**config.mk**
```make
export PLATFORM = sky130hd
export DESIGN_NAME = spec_order_ctrl
export DESIGN_NICKNAME = d
export VERILOG_FILES = /design/src/rtl/spec_ctrl_pkg.sv /design/src/rtl/spec_start_decode.sv /design/src/rtl/spec_cov_timer.sv /design/src/rtl/spec_ctrl_fsm.sv /design/src/rtl/spec_order_ctrl.sv
export SDC_FILE = /design/constraint.sdc
export NUM_CORES = 1
export LEC_CHECK = 0
export BUFFER_PORTS_ARGS = -buffer_cell sky130_fd_sc_hd__buf_2
export CAP_MARGIN = 25
export CORE_MARGIN = 2
export CORE_UTILIZATION = 56
export CTS_CLUSTER_SIZE = 20
export DETAILED_ROUTE_END_ITERATION = 10
export PLACE_DENSITY = 0.86
export SETUP_SLACK_MARGIN = 0.3
export SYNTH_ARGS = -nofsm -noshare
export SYNTH_HDL_FRONTEND = slang
export SYNTH_SLANG_ARGS = --single-unit
```
**constraint.sdc**
```tcl
create_clock -name clk -period 4.2 [get_ports clk]
set_input_delay 0.84 -clock clk [delete_from_list [all_inputs] [get_ports clk]]
set_output_delay 0.84 -clock clk [all_outputs]
set_load 0.05 [all_outputs]
```
**src/rtl/spec_ctrl_pkg.sv**
```systemverilog
package spec_ctrl_pkg;

  typedef enum logic [1:0] {
    MODE_SC   = 2'd0,
    MODE_TSO  = 2'd1,
    MODE_RMO  = 2'd2,
    MODE_RSVD = 2'd3
  } cons_mode_e;

  typedef enum logic [2:0] {
    ST_IDLE  = 3'd0,
    ST_SPEC  = 3'd1,
    ST_DRAIN = 3'd2,
    ST_COV   = 3'd3,
    ST_ABORT = 3'd4
  } spec_state_e;

endpackage

```
**src/rtl/spec_start_decode.sv**
```systemverilog
module spec_start_decode
  import spec_ctrl_pkg::*;
(
  input  logic [1:0] mode_i,
  input  logic       rdy_load_i,
  input  logic       rdy_store_i,
  input  logic       rdy_atomic_i,
  input  logic       rdy_fence_i,
  input  logic       atomic_miss_i,
  input  logic       sb_empty_i,
  output logic       start_o
);

  cons_mode_e mode;
  logic       sb_busy;

  assign mode    = cons_mode_e'(mode_i);
  assign sb_busy = ~sb_empty_i;

  always_comb begin
    case (mode)
      MODE_SC:  start_o = rdy_load_i & sb_busy;
      MODE_TSO: start_o = (rdy_store_i | rdy_atomic_i) & sb_busy;
      MODE_RMO: start_o = (rdy_fence_i & sb_busy) | (rdy_atomic_i & atomic_miss_i);
      default:  start_o = 1'b0;
    endcase
  end

  always_comb begin
    if (start_o) begin
      AST_START_HAS_CAUSE: assert (sb_busy || (rdy_atomic_i && atomic_miss_i));
    end
  end

endmodule

```
**src/rtl/spec_cov_timer.sv**
```systemverilog
module spec_cov_timer #(
  parameter int COV_CYCLES = 4000
) (
  input  logic clk,
  input  logic rst_n,
  input  logic clr_i,
  input  logic run_i,
  output logic expired_o
);

  localparam int CW = $clog2(COV_CYCLES + 1);
  localparam logic [CW-1:0] LAST = CW'(COV_CYCLES - 1);

  logic [CW-1:0] cnt_q;
  logic [CW-1:0] cnt_d;
  logic          cnt_en;

  assign expired_o = run_i && (cnt_q == LAST);
  assign cnt_en    = clr_i | (run_i & ~expired_o);

  always_comb begin
    if (clr_i) cnt_d = '0;
    else       cnt_d = cnt_q + 1'b1;
  end

  always_ff @(posedge clk or negedge rst_n) begin
    if (!rst_n)      cnt_q <= '0;
    else if (cnt_en) cnt_q <= cnt_d;
  end

  AST_CNT_IN_WINDOW: assert property (@(posedge clk) disable iff (!rst_n)
    cnt_q <= LAST);

  AST_CLR_RESTARTS: assert property (@(posedge clk) disable iff (!rst_n)
    clr_i |=> (cnt_q == '0));

endmodule

```
**src/rtl/spec_ctrl_fsm.sv**
```systemverilog
module spec_ctrl_fsm
  import spec_ctrl_pkg::*;
(
  input  logic clk,
  input  logic rst_n,
  input  logic start_i,
  input  logic cov_mode_i,
  input  logic violation_i,
  input  logic force_i,
  input  logic sb_empty_i,
  input  logic rmw_pending_i,
  input  logic retire_i,
  input  logic timeout_i,
  output logic cov_clr_o,
  output logic cov_run_o,
  output logic take_o,
  output logic commit_o,
  output logic abort_o,
  output logic snoop_hold_o,
  output logic hold_retire_o,
  output logic active_o
);

  spec_state_e st_q, st_d;
  logic        take_q, take_d;
  logic        commit_q, commit_d;
  logic        need_ret_q, need_ret_d, need_ret_en;
  logic        can_commit;

  assign can_commit = sb_empty_i & ~rmw_pending_i;

  always_comb begin
    st_d      = st_q;
    take_d    = 1'b0;
    commit_d  = 1'b0;
    cov_clr_o = 1'b0;
    case (st_q)
      ST_IDLE: begin
        if (start_i && !need_ret_q) begin
          st_d   = ST_SPEC;
          take_d = 1'b1;
        end
      end
      ST_SPEC, ST_DRAIN: begin
        if (violation_i) begin
          if (cov_mode_i) begin
            st_d      = ST_COV;
            cov_clr_o = 1'b1;
          end else begin
            st_d = ST_ABORT;
          end
        end else if (can_commit) begin
          st_d     = ST_IDLE;
          commit_d = 1'b1;
        end else if (force_i) begin
          st_d = ST_DRAIN;
        end
      end
      ST_COV: begin
        if (can_commit) begin
          st_d     = ST_IDLE;
          commit_d = 1'b1;
        end else if (timeout_i) begin
          st_d = ST_ABORT;
        end
      end
      ST_ABORT: st_d = ST_IDLE;
      default:  st_d = ST_IDLE;
    endcase
  end

  always_comb begin
    need_ret_en = (st_q == ST_ABORT) | ((st_q == ST_IDLE) & retire_i);
    need_ret_d  = (st_q == ST_ABORT);
  end

  always_ff @(posedge clk or negedge rst_n) begin
    if (!rst_n) begin
      st_q     <= ST_IDLE;
      take_q   <= 1'b0;
      commit_q <= 1'b0;
    end else begin
      st_q     <= st_d;
      take_q   <= take_d;
      commit_q <= commit_d;
    end
  end

  always_ff @(posedge clk or negedge rst_n) begin
    if (!rst_n)           need_ret_q <= 1'b0;
    else if (need_ret_en) need_ret_q <= need_ret_d;
  end

  assign cov_run_o     = (st_q == ST_COV);
  assign take_o        = take_q;
  assign commit_o      = commit_q;
  assign abort_o       = (st_q == ST_ABORT);
  assign snoop_hold_o  = (st_q == ST_COV);
  assign hold_retire_o = (st_q == ST_DRAIN) | (st_q == ST_ABORT);
  assign active_o      = (st_q == ST_SPEC) | (st_q == ST_DRAIN) | (st_q == ST_COV);

  AST_COMMIT_NEEDS_DRAIN: assert property (@(posedge clk) disable iff (!rst_n)
    commit_q |-> ($past(sb_empty_i) && !$past(rmw_pending_i)));

  AST_ABORT_ONE_CYCLE: assert property (@(posedge clk) disable iff (!rst_n)
    (st_q == ST_ABORT) |=> (st_q == ST_IDLE));

  AST_NO_START_UNRETIRED: assert property (@(posedge clk) disable iff (!rst_n)
    ((st_q == ST_IDLE) && need_ret_q) |=> !take_q);

  AST_FORCED_STAYS: assert property (@(posedge clk) disable iff (!rst_n)
    ((st_q == ST_DRAIN) && !violation_i && !can_commit) |=> (st_q == ST_DRAIN));

endmodule

```
**src/rtl/spec_order_ctrl.sv**
```systemverilog
module spec_order_ctrl
  import spec_ctrl_pkg::*;
#(
  parameter int COV_CYCLES = 4000,
  parameter bit ENABLE_COV = 1'b1
) (
  input  logic       clk,
  input  logic       rst_n,
  input  logic [1:0] mode_i,
  input  logic       cov_en_i,
  input  logic       rdy_load_i,
  input  logic       rdy_store_i,
  input  logic       rdy_atomic_i,
  input  logic       rdy_fence_i,
  input  logic       atomic_miss_i,
  input  logic       sb_empty_i,
  input  logic       rmw_pending_i,
  input  logic       retire_i,
  input  logic       violation_i,
  input  logic       evict_spec_i,
  input  logic       irrev_i,
  output logic       ckpt_take_o,
  output logic       ckpt_restore_o,
  output logic       flash_commit_o,
  output logic       flash_abort_o,
  output logic       flush_o,
  output logic       snoop_hold_o,
  output logic       hold_retire_o,
  output logic       spec_active_o
);

  logic start;
  logic cov_mode;
  logic cov_clr;
  logic cov_run;
  logic timeout;
  logic abort;

  spec_start_decode u_decode (
    .mode_i        (mode_i),
    .rdy_load_i    (rdy_load_i),
    .rdy_store_i   (rdy_store_i),
    .rdy_atomic_i  (rdy_atomic_i),
    .rdy_fence_i   (rdy_fence_i),
    .atomic_miss_i (atomic_miss_i),
    .sb_empty_i    (sb_empty_i),
    .start_o       (start)
  );

  generate
    if (ENABLE_COV) begin : g_cov
      assign cov_mode = cov_en_i;
      spec_cov_timer #(.COV_CYCLES(COV_CYCLES)) u_timer (
        .clk       (clk),
        .rst_n     (rst_n),
        .clr_i     (cov_clr),
        .run_i     (cov_run),
        .expired_o (timeout)
      );
    end else begin : g_no_cov
      assign cov_mode = 1'b0;
      assign timeout  = 1'b0;
    end
  endgenerate

  spec_ctrl_fsm u_fsm (
    .clk           (clk),
    .rst_n         (rst_n),
    .start_i       (start),
    .cov_mode_i    (cov_mode),
    .violation_i   (violation_i),
    .force_i       (evict_spec_i | irrev_i),
    .sb_empty_i    (sb_empty_i),
    .rmw_pending_i (rmw_pending_i),
    .retire_i      (retire_i),
    .timeout_i     (timeout),
    .cov_clr_o     (cov_clr),
    .cov_run_o     (cov_run),
    .take_o        (ckpt_take_o),
    .commit_o      (flash_commit_o),
    .abort_o       (abort),
    .snoop_hold_o  (snoop_hold_o),
    .hold_retire_o (hold_retire_o),
    .active_o      (spec_active_o)
  );

  assign flash_abort_o  = abort;
  assign flush_o        = abort;
  assign ckpt_restore_o = abort;

  AST_ONE_FLASH_EVENT: assert property (@(posedge clk) disable iff (!rst_n)
    $onehot0({ckpt_take_o, flash_commit_o, flash_abort_o}));

  AST_TAKE_SINGLE: assert property (@(posedge clk) disable iff (!rst_n)
    ckpt_take_o |=> !ckpt_take_o);

  AST_HOLD_ENDS_CLEAN: assert property (@(posedge clk) disable iff (!rst_n)
    $fell(snoop_hold_o) |-> (flash_commit_o || flash_abort_o));

endmodule

```
# ---- Yosys cells after proc, flatten, opt, wreduce, memory -nomap -nowiden
# Index checks and enable logic that the tools add are counted.
dict set report word_totals {
  register_bits 18
  inputBits 16
  out_inout_bits 8
  elab_cells 59
}
dict set report classes {
  add_sub_neg 1
  eq_ne 10
  n_mux 18
  n_bitwise 18
  n_reduce_logical 7
}
# operator n
set op_table {}
lappend op_table {{two-way mux 3 bit} 7}
lappend op_table {{adder 12 x 1 -> 12 bit, second input constant} 1}
lappend op_table {{equality test 12 bit, second input constant} 1}
lappend op_table {{two-way mux 12 bit} 1}
lappend op_table {{one-hot mux 3 bit (3 select lines)} 1}
lappend op_table {{OR 1 bit} 8}
lappend op_table {{AND 1 bit} 7}
lappend op_table {{two-way mux 1 bit} 7}
lappend op_table {{equality test 3 x 2 -> 1 bit, second input constant} 2}
lappend op_table {{!= test 4 x 2 -> 1 bit, second input constant} 1}
lappend op_table {{equality test 3 x 1 -> 1 bit, second input constant} 1}
lappend op_table {{equality test 3 bit, second input constant} 1}
lappend op_table {{logical NOT 3 bit} 1}
lappend op_table {{!= test 3 x 2 -> 1 bit, second input constant} 1}
lappend op_table {{inverter 1 bit} 3}
lappend op_table {{one-hot mux 1 bit (3 select lines)} 1}
lappend op_table {{AND reduction 3 bit} 1}
lappend op_table {{equality test 2 x 1 -> 1 bit, second input constant} 1}
lappend op_table {{equality test 2 bit, second input constant} 1}
lappend op_table {{logical AND 1 bit} 2}
lappend op_table {{logical NOT 2 bit} 1}
lappend op_table {{!= test 2 x 1 -> 1 bit, second input constant} 1}
lappend op_table {{one-hot mux 1 bit (2 select lines)} 1}
lappend op_table {{OR reduction 2 bit} 1}
lappend op_table {{logical NOT 1 bit} 1}

# ---- Logic depth before layout (Yosys ltp)
dict set report depth {
  ltp_word 7
  mapped_depth 7
  depth_no_buf 6
}

# ---- Hierarchy
# Synthesis repeated with hierarchy kept, for this count alone.
dict set report unflattened {
  cells_unflattened 122
  hier_area_um2 1142.3
}
# module n_inst cells_each area_per_inst_um2 seq_area_each_um2
set modules_own_cells {}
lappend modules_own_cells {spec_cov_timer 1 69 651.9 300.3}
lappend modules_own_cells {spec_ctrl_fsm 1 44 430.4 150.1}
lappend modules_own_cells {spec_start_decode 1 6 38.8 0.0}
lappend modules_own_cells {spec_order_ctrl 1 3 21.3 0.0}

# ---- Worst setup path before layout
# No wires, ideal clock.
dict set report synth_path {
  kind {reg-to-output}
  startpoint {reg u_fsm.st_q[0]}
  endpoint {out flash_abort_o}
  arrival_ns 1.457
  t_required_ns 3.360
  path_slack_ns 1.903
  stages_incl_launch_ff 5
  n_path_buf 2
  path_cell_list {dfrtp_1 -> buf_6 -> nor2_1 -> and2_1 -> buf_4}
}
dict set report synth_between {
  elab_chain_cells 1
}
# element line_no
set synth_lines {}
lappend synth_lines {{start, declared} spec_ctrl_fsm.sv:24} ;# spec_state_e st_q, st_d;
lappend synth_lines {{start signal, assigned} spec_ctrl_fsm.sv:83} ;# st_q <= st_d;
lappend synth_lines {{equality test 3 bit} spec_ctrl_fsm.sv:97} ;# assign abort_o = (st_q == ST_ABORT);
lappend synth_lines {{end, declared} spec_order_ctrl.sv:25} ;# output logic flash_abort_o,
# No other way between the ends.

# ---- Final worst setup path
dict set report layout_path {
  startpoint {reg u_fsm.st_q[0]}
  endpoint {out ckpt_restore_o}
}
dict set report layout_between {
  elab_chain_cells 1
}
# element line_no
set layout_lines {}
lappend layout_lines {{equality test 3 bit} spec_ctrl_fsm.sv:97}
lappend layout_lines {{end, declared} spec_order_ctrl.sv:23} ;# output logic ckpt_restore_o,
# No other way between the ends.

==> flow_summary.yaml <==
status:
  status: "finished clean"
timing:
  skew_ns: 0.00265
  setup_slack_ns: 1.76
  relSlewSlack_pct: 63.4
  fin_crit_sh_pct: 58.1
  tns_ns: 0
  slew_violations: 0
  clock.fmax_mhz: 410
  worst_pin_slew_ns: 0.545
  grt_setup_unrepaired: "false"
  post-route-min-period_ns: 2.44
  hold_viol_final: 0
  setup_viol: 0
synthesis:
  synth_nets: 127
  synth_top_area_share_pct: 44.1
  syn_area_um2: 1020
  synth_area_leaders: "dfrtp_1, xor2_1, nor2_1, nand4_1, or3_1"
  syn_inst: 110
  synth_area_per_cell_um2: 9.29
  async_flop_share_pct: 100
  yosys_warnings: 0
  ys_seq_elements: 18
  ys_seq_area_share_pct: 44.1
  synth_edf_count: 0
  synth_largest_area_cell: "dfrtp_1"
  synth_flop_cell: "dfrtp_1"
  synth_cell_types: 37
floorplan:
  design.die.area_um2: 2180
  placementRows: 15
  dieHeight_um: 46.7
  core-area_um2: 1730
  die_w_um: 46.7
  initial_utilization_pct: 59.2
  io_pins: 24
critical_path:
  crit_path_cell_trace: "nor2_1 -> and2_1 -> buf_2"
  cp-start-kind: "flip-flop"
  crit_start: "u_fsm.st_q[0]"
  r2r_start: "u_fsm.st_q[0]"
  slowest_stage: "dfrtp_1"
  cp-end-kind: "output port"
  cp_slowest_stage_delay_ns: 0.50
  cp.arrival_ns: 1.60
  path_buf_inv: 1
  path_max_fanout: 9
  crit_family: "simple AND/OR/NAND/NOR gates"
  crit_type: "reg -> out"
  cp.required_ns: 3.36
power:
  power.leakage_uw: 0.000563
  powerDensity_nw_per_um2: 575
  peakVddDrop_mv: 0.503
  power_switching_uw: 303
  internal_power_uw: 367
  clkPwrFrac_pct: 16.2
  swShare_pct: 45.2
  comb_power_share_pct: 44.8
  pwr-share-seq_pct: 39.0
place:
  dpl.hpwl_mm: 1.50
  io_buffers: 23
  dp_slack_ns: 1.87
  place_congestion: 0.847
global_route:
  grt_pass1_wl_mm: 3.21
  grt-ovfl-total: 0
  antenna_found_initial: 0
  grt_start_max_net_pins: 19
  track_usage_pct: 21.1
  grt_pass1_vias: 797
min_path:
  hold_class: "in -> async"
clocking:
  insertion_delay_ns: 0.30
  ctsResizeCount: 0
  cts_root_buffer: "clkbuf_4"
  clk_pin_slew_ns: 0.10
  clock_sinks: 18
  htreeDepth: 1
  postCtsSetupBuffers: 0
  clockBufferDepth: 2
  ctsHoldBuffers: 0
  cts_tree: "built"
  cts_buffers: 3
drt:
  vias: 843
  first_pass_iters: 4
  drt-wirelength-per-cell_um: 13.1
  wirelength_mm: 2.04
  drc: 0
  ant_nets: 0
  vias_per_cell: 5.40
  drt_iter0_drc: 8
finish:
  fillers: 143
  nNetsFinal: 149
  drive_gt1_share_pct: 22.1
  final_util_pct: 67.5
  n_antenna_cell: 0
  area_growth_pct: 14.0
flow_run:
  maxCapViolCount: 0
[routing by layer]
metal | vias to the layer above | part of all wire (%) | global-route usage (%)
li1 | 430 | - | -
met1 | 399 | 49 | 24.4
met2 | 9 | 47 | 37.2
met3 | 5 | 2.0 | 4.71
met4 | 0 | 1.6 | 9.44
met5 | - | 0 | 0
[cell usage in the layout, fill, tap and decap left out, types with 2 or more instances in the layout]
master,n
buf_2,23
dfrtp_1,18
nor2_1,15
nand4_1,7
xor2_1,7
nand2_1,6
a21oi_1,5
or3_1,5
nor2b_1,4
xnor2_1,3
and3_1,3
o21ai_0,3
clkbuf_4,3
nor3_1,2
o211ai_1,2
inv_1,2
o21a_1,2
a31oi_1,2
[synth_stat cells (2+ instances only)]
library cell,n
a21oi_1,5
a31oi_1,2
and3_1,3
buf_2,2
buf_4,3
dfrtp_1,18
inv_1,2
nand2_1,6
nand4_1,7
nor2_1,15
nor2b_1,4
nor3_1,2
o211ai_1,2
o21a_1,2
o21ai_0,3
or3_1,5
xnor2_1,3
xor2_1,7
[final cells by class]
cell class | count | area [µm²] | area share, %
Multi-Input combinational cell | 83 | 517 | 44.4
Tap cell | 25 | 31.3 | 2.69
Inverter | 2 | 7.51 | 0.644
Sequential cell | 18 | 450 | 38.7
Clock buffer | 4 | 36.3 | 3.11
Timing Repair Buffer | 24 | 123 | 10.5
[registers in the layout, indices dropped and copies added, names as in the netlist]
register and count:
u_fsm.commit_o 1, u_fsm.st_q 3, u_fsm.need_ret_q 1, g_cov.u_timer.cnt_q 12, u_fsm.take_o 1
[path summary, 6_finish.rpt]
path                                           to  slack (ns)  cells after the start
setup / recovery                   ckpt_restore_o        1.76                      3
hold / removal             g_cov.u_timer.cnt_q[1]        0.45                      1
setup reg to reg                    u_fsm.st_q[1]        2.35                      5
hold reg to reg                  u_fsm.need_ret_q        0.50                      1
max in group asynchronous  g_cov.u_timer.cnt_q[0]        3.47                      1
min in group clk                 u_fsm.need_ret_q        0.50                      1
[worst reg2reg max path: stages, from the launching register on]
cell     delay, ns
dfrtp_1       0.50
xnor2_1       0.20
or4_1         0.43
or3_4         0.35
o21a_1        0.11
o21a_1        0.16
[stage by stage]
stage | instances | instance area [µm²] | hold slack (ns) | total power (µW)
after floorplan | 110 | 1020 | 0.451 | 513
after global placement | 152 | 1130 | 0.471 | 551
after detailed placement | 152 | 1130 | 0.483 | 560
after CTS | 156 | 1160 | 0.465 | 669
after global routing | 156 | 1160 | 0.469 | 710
final | 156 | 1160 | 0.448 | 670
[power by group through the flow]
stage / clock network, µW / logic, µW / registers [µW]
after floorplan: 0 / 271 / 242
after global placement: 0 / 292 / 258
after detailed placement: 0 / 299 / 261
after global routing: 117 / 328 / 266
final: 108 / 300 / 261
after CTS: 108 / 302 / 260
[cell families (layout without fill, tap and decap cells)]
kind of cell | after synthesis | count (layout) | share of synthesized area [%]
AND/OR/NAND/NOR | 50 | 50 | 26.4
AO/OA/AOI/OAI | 21 | 21 | 13.3
flip-flops | 18 | 18 | 44.1
XOR/XNOR | 10 | 10 | 8.57
buffers and inverters | 9 | 30 | 5.39
adder cells (fa/ha/maj) | 1 | 1 | 1.22
multiplexers | 1 | 1 | 0.979
(Power assumes the default switching activity.)
